===== config.mk =====
export PLATFORM = sky130hd
export DESIGN_NAME = nand_pf_engine
export DESIGN_NICKNAME = d
export VERILOG_FILES = /design/src/rtl/nand_pf_pkg.sv /design/src/rtl/nand_pf_regs.sv /design/src/rtl/nand_pf_fifo.sv /design/src/rtl/nand_pf_xfer.sv /design/src/rtl/nand_pf_engine.sv
export SDC_FILE = /design/constraint.sdc
export NUM_CORES = 2
export LEC_CHECK = 0
export BUFFER_PORTS_ARGS = -buffer_cell sky130_fd_sc_hd__buf_2
export CORE_ASPECT_RATIO = 0.8
export CORE_MARGIN = 2
export CORE_UTILIZATION = 64
export CTS_CLUSTER_DIAMETER = 30
export DETAILED_ROUTE_END_ITERATION = 8
export PLACE_DENSITY = 0.82
export SYNTH_ARGS = -nofsm -noshare
export SYNTH_HDL_FRONTEND = slang
export SYNTH_SLANG_ARGS = --single-unit

===== constraint.sdc =====
create_clock -name clk -period 6.95 [get_ports clk]
set_input_delay 1.39 -clock clk [delete_from_list [all_inputs] [get_ports clk]]
set_output_delay 1.39 -clock clk [all_outputs]
set_load 0.05 [all_outputs]

===== src/rtl/nand_pf_pkg.sv =====
package nand_pf_pkg;

    parameter int unsigned PF_DEPTH   = 64;
    parameter int unsigned PF_CNT_W   = 14;
    parameter int unsigned PF_THR_MAX = 64;

    typedef enum logic [2:0] {
        RA_CFG1 = 3'd0,
        RA_CFG2 = 3'd1,
        RA_CTRL = 3'd2,
        RA_STAT = 3'd3,
        RA_FLAG = 3'd4
    } reg_addr_e;

    typedef struct packed {
        logic [2:0] cs;
        logic [6:0] thr;
        logic       en;
        logic       dma;
        logic       dir;
    } cfg_t;

    function automatic cfg_t unpack_cfg(input logic [31:0] w);
        cfg_t c;
        c.cs  = w[26:24];
        c.thr = w[14:8];
        c.en  = w[7];
        c.dma = w[2];
        c.dir = w[0];
        return c;
    endfunction

    function automatic logic [31:0] pack_cfg(input cfg_t c);
        logic [31:0] w;
        w        = '0;
        w[26:24] = c.cs;
        w[14:8]  = c.thr;
        w[7]     = c.en;
        w[2]     = c.dma;
        w[0]     = c.dir;
        return w;
    endfunction

endpackage


===== src/rtl/nand_pf_regs.sv =====
module nand_pf_regs
    import nand_pf_pkg::*;
#(
    parameter int unsigned CNT_W   = PF_CNT_W,
    parameter int unsigned THR_MAX = PF_THR_MAX
) (
    input  logic             clk,
    input  logic             rst,
    input  logic             wr_en,
    input  logic [2:0]       addr,
    input  logic [31:0]      wdata,
    input  logic             busy,
    output cfg_t             cfg,
    output logic [CNT_W-1:0] xfer_len,
    output logic             start,
    output logic             stop,
    output logic             flag_clr
);
    cfg_t new_cfg;
    logic unused_wdata;

    assign new_cfg      = unpack_cfg(wdata);
    assign unused_wdata = ^wdata;

    always_ff @(posedge clk) begin
        if (rst) begin
            cfg      <= '0;
            xfer_len <= '0;
        end else if (wr_en && !busy) begin
            if (addr == RA_CFG1 && 32'(new_cfg.thr) <= THR_MAX)
                cfg <= new_cfg;
            if (addr == RA_CFG2)
                xfer_len <= wdata[CNT_W-1:0];
        end
    end

    always_comb begin
        start    = wr_en && addr == RA_CTRL && wdata[0] && !busy && cfg.en;
        stop     = wr_en && addr == RA_CTRL && !wdata[0];
        flag_clr = wr_en && addr == RA_FLAG && wdata[0];
    end
endmodule


===== src/rtl/nand_pf_fifo.sv =====
module nand_pf_fifo #(
    parameter int unsigned DEPTH = 64,
    localparam int unsigned PW   = $clog2(DEPTH),
    localparam int unsigned CW   = PW + 1
) (
    input  logic          clk,
    input  logic          rst,
    input  logic          flush,
    input  logic          push1,
    input  logic [7:0]    push1_data,
    input  logic          push2,
    input  logic [15:0]   push2_data,
    input  logic          pop1,
    input  logic          pop4,
    output logic [31:0]   head4,
    output logic [CW-1:0] count
);
    // DEPTH must be a power of two: pointers wrap by overflow.
    logic [7:0]    mem [DEPTH];
    logic [PW-1:0] wptr, rptr;
    logic [CW-1:0] n_in, n_out;

    always_comb begin
        n_in  = push2 ? CW'(2) : (push1 ? CW'(1) : CW'(0));
        n_out = pop4  ? CW'(4) : (pop1  ? CW'(1) : CW'(0));
    end

    for (genvar k = 0; k < 4; k++) begin : g_head
        assign head4[8*k +: 8] = mem[rptr + PW'(k)];
    end

    always_ff @(posedge clk) begin
        if (push1)
            mem[wptr] <= push1_data;
        else if (push2) begin
            mem[wptr]          <= push2_data[7:0];
            mem[wptr + PW'(1)] <= push2_data[15:8];
        end
    end

    always_ff @(posedge clk) begin
        if (rst || flush) begin
            wptr  <= '0;
            rptr  <= '0;
            count <= '0;
        end else begin
            wptr  <= wptr + n_in[PW-1:0];
            rptr  <= rptr + n_out[PW-1:0];
            count <= count + n_in - n_out;
        end
    end
endmodule


===== src/rtl/nand_pf_xfer.sv =====
module nand_pf_xfer #(
    parameter int unsigned CNT_W = 14,
    parameter int unsigned DEPTH = 64,
    localparam int unsigned CW   = $clog2(DEPTH) + 1
) (
    input  logic             clk,
    input  logic             rst,
    input  logic             start,
    input  logic             stop,
    input  logic             flag_clr,
    input  logic [CNT_W-1:0] xfer_len,
    input  logic             dir,
    input  logic             dma,
    input  logic [6:0]       thr,
    input  logic             nand_rdy,
    input  logic [CW-1:0]    fifo_cnt,
    output logic             run,
    output logic [CNT_W-1:0] remain,
    output logic             nand_re,
    output logic             nand_we,
    output logic             done,
    output logic             dma_req,
    output logic             irq_req
);
    logic          can_move, done_set, req;
    logic [CW-1:0] fifo_free;

    always_comb begin
        fifo_free = CW'(DEPTH) - fifo_cnt;
        can_move  = run && remain != '0 && nand_rdy;
        nand_re   = can_move && !dir && 32'(fifo_cnt) < 32'(DEPTH);
        nand_we   = can_move && dir && fifo_cnt != '0;
        done_set  = run && remain == '0 && (!dir || fifo_cnt == '0);
        req       = run && (dir ? 32'(fifo_free) >= 32'(thr)
                                : 32'(fifo_cnt)  >= 32'(thr));
        dma_req   = req && dma;
        irq_req   = req && !dma;
    end

    always_ff @(posedge clk) begin
        if (rst) begin
            run    <= 1'b0;
            remain <= '0;
        end else if (start) begin
            run    <= 1'b1;
            remain <= xfer_len;
        end else begin
            if (stop)
                run <= 1'b0;
            if (nand_re || nand_we)
                remain <= remain - CNT_W'(1);
        end
    end

    always_ff @(posedge clk) begin
        if (rst)
            done <= 1'b0;
        else if (done_set)
            done <= 1'b1;
        else if (flag_clr)
            done <= 1'b0;
    end
endmodule


===== src/rtl/nand_pf_engine.sv =====
module nand_pf_engine
    import nand_pf_pkg::*;
#(
    parameter int unsigned DEPTH   = PF_DEPTH,
    parameter int unsigned CNT_W   = PF_CNT_W,
    parameter int unsigned THR_MAX = PF_THR_MAX,
    localparam int unsigned CW     = $clog2(DEPTH) + 1
) (
    input  logic        clk,
    input  logic        rst,
    input  logic        reg_wr,
    input  logic [2:0]  reg_addr,
    input  logic [31:0] reg_wdata,
    output logic [31:0] reg_rdata,
    input  logic        fifo_rd,
    output logic [31:0] fifo_rdata,
    input  logic        fifo_wr,
    input  logic [15:0] fifo_wdata,
    input  logic        nand_rdy,
    input  logic [7:0]  nand_din,
    output logic        nand_re,
    output logic        nand_we,
    output logic [7:0]  nand_dout,
    output logic        dma_req,
    output logic        irq_req
);
    cfg_t             cfg;
    logic [31:0]      cfg_word;
    logic [CNT_W-1:0] xfer_len, remain;
    logic             start, stop, flag_clr, run, done;
    logic [CW-1:0]    fifo_cnt, fifo_free;
    logic             pop4, push2;
    logic [31:0]      head4;

    nand_pf_regs #(.CNT_W(CNT_W), .THR_MAX(THR_MAX)) u_regs (
        .clk(clk), .rst(rst), .wr_en(reg_wr), .addr(reg_addr),
        .wdata(reg_wdata), .busy(run), .cfg(cfg), .xfer_len(xfer_len),
        .start(start), .stop(stop), .flag_clr(flag_clr)
    );

    nand_pf_xfer #(.CNT_W(CNT_W), .DEPTH(DEPTH)) u_xfer (
        .clk(clk), .rst(rst), .start(start), .stop(stop),
        .flag_clr(flag_clr), .xfer_len(xfer_len), .dir(cfg.dir),
        .dma(cfg.dma), .thr(cfg.thr), .nand_rdy(nand_rdy),
        .fifo_cnt(fifo_cnt), .run(run), .remain(remain),
        .nand_re(nand_re), .nand_we(nand_we), .done(done),
        .dma_req(dma_req), .irq_req(irq_req)
    );

    always_comb begin
        fifo_free = CW'(DEPTH) - fifo_cnt;
        pop4      = fifo_rd && !cfg.dir && 32'(fifo_cnt) >= 32'd4;
        push2     = fifo_wr && run && cfg.dir && 32'(fifo_free) >= 32'd2;
    end

    nand_pf_fifo #(.DEPTH(DEPTH)) u_fifo (
        .clk(clk), .rst(rst), .flush(start),
        .push1(nand_re), .push1_data(nand_din),
        .push2(push2), .push2_data(fifo_wdata),
        .pop1(nand_we), .pop4(pop4),
        .head4(head4), .count(fifo_cnt)
    );

    assign fifo_rdata = head4;
    assign nand_dout  = head4[7:0];
    assign cfg_word   = pack_cfg(cfg);

    always_comb begin
        case (reg_addr)
            RA_CFG1: reg_rdata = cfg_word;
            RA_CFG2: reg_rdata = 32'(xfer_len);
            RA_CTRL: reg_rdata = {31'b0, run};
            RA_STAT: reg_rdata = (32'(fifo_cnt) << 24) | 32'(remain);
            RA_FLAG: reg_rdata = {31'b0, done};
            default: reg_rdata = '0;
        endcase
    end
endmodule


==> run summary <==
For this run, the post-layout net count is 3,685. The proportion of synthesized chip area in sequential cells came out at 0.379. TritonCTS built the clock tree. After clock tree synthesis, the flow added hold-fix buffers numbering 0.

At the end of routability-driven placement, the weighted congestion stood at 1.09. Yosys mapped a number of flops with a built-in enable equal to 512. The final layout contains routed wiring with a total length of 196 mm.

For the final antenna-violating net count, the log shows 0. For the pin with the worst max-slew slack, the measured transition is 1440 ps. For the worst-skew pair, the clock arrives at the later sink with an insertion delay of 720 ps. The total global-route track usage is 0.556, and the die area is 70,600 sq um.

The total number of placement rows was 85. The most frequently used flop master after synthesis was sky130_fd_sc_hd__edfxtp_1. The checks that failed: DRC, capacitance limit.

The via count of the first global-routing pass was 35,200. The detailed placement HPWL is 130 mm, and the worst IR drop on VDD is 0.364 mV. Utilization after layout: 0.734. The critical path is of the flop to output pin type. The area growth from synthesis to layout came out at 13.0%.

The tools report the post-synthesis instance area as 43,800 sq um. The logs give 0.0182 for the worst slew margin relative to its limit and 11 for the number of remaining DRC errors. The number of distinct library cells after synthesis is 84. Before CTS, the worst setup slack after placement is 1450 ps. Proportion of layout cells with a drive suffix above 1: 0.369. In the layout the commonest cells are sky130_fd_sc_hd__edfxtp_1 (512), sky130_fd_sc_hd__mux4_2 (496), sky130_fd_sc_hd__nor2_1 (348), sky130_fd_sc_hd__mux2_2 (320), sky130_fd_sc_hd__nand2_1 (318). The setup slack of the critical path after layout is 355 ps.

The height of the chip was 238 um. Using the TritonRoute via totals, the vias-per-cell ratio works out to 8.45. Counting the fill cells in the layout gives 4,334.

The number of clock buffers added by TritonCTS is 118. Buffers placed on the I/O ports in this run total 116. Clock tree synthesis found a total of 574 sinks. In this run the cell area measured after placement is 45,300 sq um. Across all hold checks on the routed design, the worst slack comes to 483 ps. The total setup violations reported at the end of the flow is 0. For the max-cap violation count, the log shows 1. The sequential cells in the finished layout cover a total of 16,600 sq um.

The wire length of the first global-routing pass came out at 271 mm. The worst setup path is launched from a flop. The peak fanout along the critical path is 20, and the count of buffers added by post-CTS timing repair for setup is 0. The H-tree was split into 3 levels.

Summing all multi-input logic gate instances after layout gives 25,500 sq um. Most common library cell in the layout ignoring fill and taps: sky130_fd_sc_hd__edfxtp_1. The logs give 0.649 for the starting utilization of the core area and 5560 ps for the critical path data required time.

The area of the core was 67,500 sq um; the number of warnings reported in the yosys synthesis log was 0. Summed over all cells, the static leakage comes to 16.3 nW. Horizontal extent of the die: 297 um. Clock-pin slew was measured on the worst setup and hold paths at 60 ps.

The finished cells cover 49,600 sq um. Synthesis produced 3,591 cells. The final period utilization works out to 0.949. In this run the deepest clock path goes through 3 buffers.

The largest net degree at the start of global routing came out at 100. The final setup TNS was 0 ps; the final setup skew was 55.4 ps. The tree is rooted in a sky130_fd_sc_hd__clkbuf_16.

Setup repair after global routing left no endpoint under its margin. Global routing finished with a remaining overflow of 0. The tools report the initial antenna violation count as 22. The total power divided by cell area works out to 275 nW/um^2.

The worst setup path is captured at an output pin. The average routed wire per standard cell came out at 42.6 um. After clock tree synthesis, the repair step resized 0 gates.

The kind of path behind the tightest hold check was flop to flop. The count of TritonRoute iterations in the first routing pass came out at 9. For this design the top-level I/O count stands at 141.

The tools report the maximum achievable frequency as 0.152 GHz. A synthesized cell averages 12.2 sq um. Via count of the routed design: 38,900. Arrival time at the worst endpoint: 5200 ps.

The async set-reset flop share out of synthesis works out to 0. The final count of pins violating max slew was 0. The flow ran to the end, but the final reports show violations. After layout, the minimum clock period comes to 6590 ps.

The first routing iteration left 9,023 violations. Counting flops and latches in the post-synthesis netlist gives 574. The final count of hold timing violations came out at 0.
## kinds of logic (layout without fill, tap and decap cells)
| family | after synthesis | in the layout | synth area share |
|---|---|---|---|
| and+or+nand+nor | 962 | 962 | 0.0961 |
| muxes | 958 | 958 | 0.371 |
| AOI/OAI and AO/OA | 574 | 574 | 0.0854 |
| DFF | 574 | 574 | 0.379 |
| buffers and inverters | 432 | 516 | 0.0464 |
| xor gates and xnor gates | 49 | 49 | 0.00979 |
| adders and majority gates | 41 | 41 | 0.0120 |
| other | 1 | 20 | 0.0000855 |
## sequential cells by signal (all words and copies together) (netlist names)
name / count
u_xfer.run: 1
u_fifo.mem: 512
u_xfer.remain: 14
u_regs.cfg: 13
u_fifo.count: 7
u_fifo.rptr: 6
u_regs.xfer_len: 14
u_xfer.done: 1
u_fifo.wptr: 6
## through the flow
step / instances / total power [mW]
after floorplan: 3600 / 6.14
after global placement: 4372 / 7.33
after detailed placement: 4372 / 7.37
after CTS: 4597 / 13.3
after global routing: 4601 / 13.8
final: 4607 / 13.6
## final timing paths
kind              slack, ps                end  cells after the start            start
setup / recovery        360     fifo_rdata[30]                      8   u_fifo.rptr[1]
hold / removal          480        u_xfer.done                      2      u_xfer.done
setup reg to reg       2100  u_fifo.mem[37][5]                      9  u_fifo.count[0]
hold reg to reg         480        u_xfer.done                      2      u_xfer.done
## power breakdown
part           switching [mW]  internal, mW  leakage, nW
Clock                    2.20          3.87         2.02
Combinational            2.57          1.17         9.18
Sequential             0.0652          3.78         5.10
Total                    4.83          8.81         16.3
## per-layer routing
| metal | GRT usage | share of wire | wire (um) | vias up |
|---|---|---|---|---|
| met4 | 0.231 | 0.062 | 12200 | 33 |
| met2 | 0.693 | 0.37 | 73100 | 4787 |
| met3 | 0.387 | 0.23 | 46100 | 961 |
| li1 | - | - | - | 14300 |
| met5 | 0.0551 | 0.0039 | 763 | - |
| met1 | 0.731 | 0.33 | 63900 | 18900 |
## Yosys cell counts (23+ instances only)
cell,instances,share of area
sky130_fd_sc_hd__nor2_1,352,0.030
sky130_fd_sc_hd__mux2_2,320,0.082
sky130_fd_sc_hd__buf_1,58,0.0050
sky130_fd_sc_hd__buf_4,30,0.0051
sky130_fd_sc_hd__o32ai_1,23,0.0046
sky130_fd_sc_hd__o22ai_1,39,0.0056
sky130_fd_sc_hd__buf_2,114,0.013
sky130_fd_sc_hd__mux2i_1,130,0.030
sky130_fd_sc_hd__nand2_1,318,0.027
sky130_fd_sc_hd__clkbuf_1,177,0.015
sky130_fd_sc_hd__xnor2_1,34,0.0068
sky130_fd_sc_hd__mux4_2,496,0.25
sky130_fd_sc_hd__nor3_1,56,0.0064
sky130_fd_sc_hd__inv_1,31,0.0027
sky130_fd_sc_hd__edfxtp_1,512,0.35
sky130_fd_sc_hd__o21ai_0,44,0.0050
sky130_fd_sc_hd__ha_1,39,0.011
sky130_fd_sc_hd__a21oi_1,269,0.031
sky130_fd_sc_hd__dfxtp_1,62,0.028
sky130_fd_sc_hd__nand3_1,101,0.012
sky130_fd_sc_hd__nand4_1,32,0.0046
## critical path, stage by stage (launching register included)
cell and delay [ps]:
sky130_fd_sc_hd__dfxtp_4 610, sky130_fd_sc_hd__ha_1 790, sky130_fd_sc_hd__a21oi_1 340, sky130_fd_sc_hd__o221ai_2 820, sky130_fd_sc_hd__a221o_1 220, sky130_fd_sc_hd__o22ai_1 80, sky130_fd_sc_hd__o21ai_0 780, sky130_fd_sc_hd__o22ai_1 460
sky130_fd_sc_hd__buf_2 350
## area by class of cell
class	count	area share
multi-input combinational	2594	0.515
clock buffer	128	0.0610
timing repair buffer	259	0.0382
antenna	10	0.000505
clock inverter	97	0.0244
inverter	32	0.00242
sequential	574	0.336
tap	913	0.0231
Power figures use the tool's default switching activity.
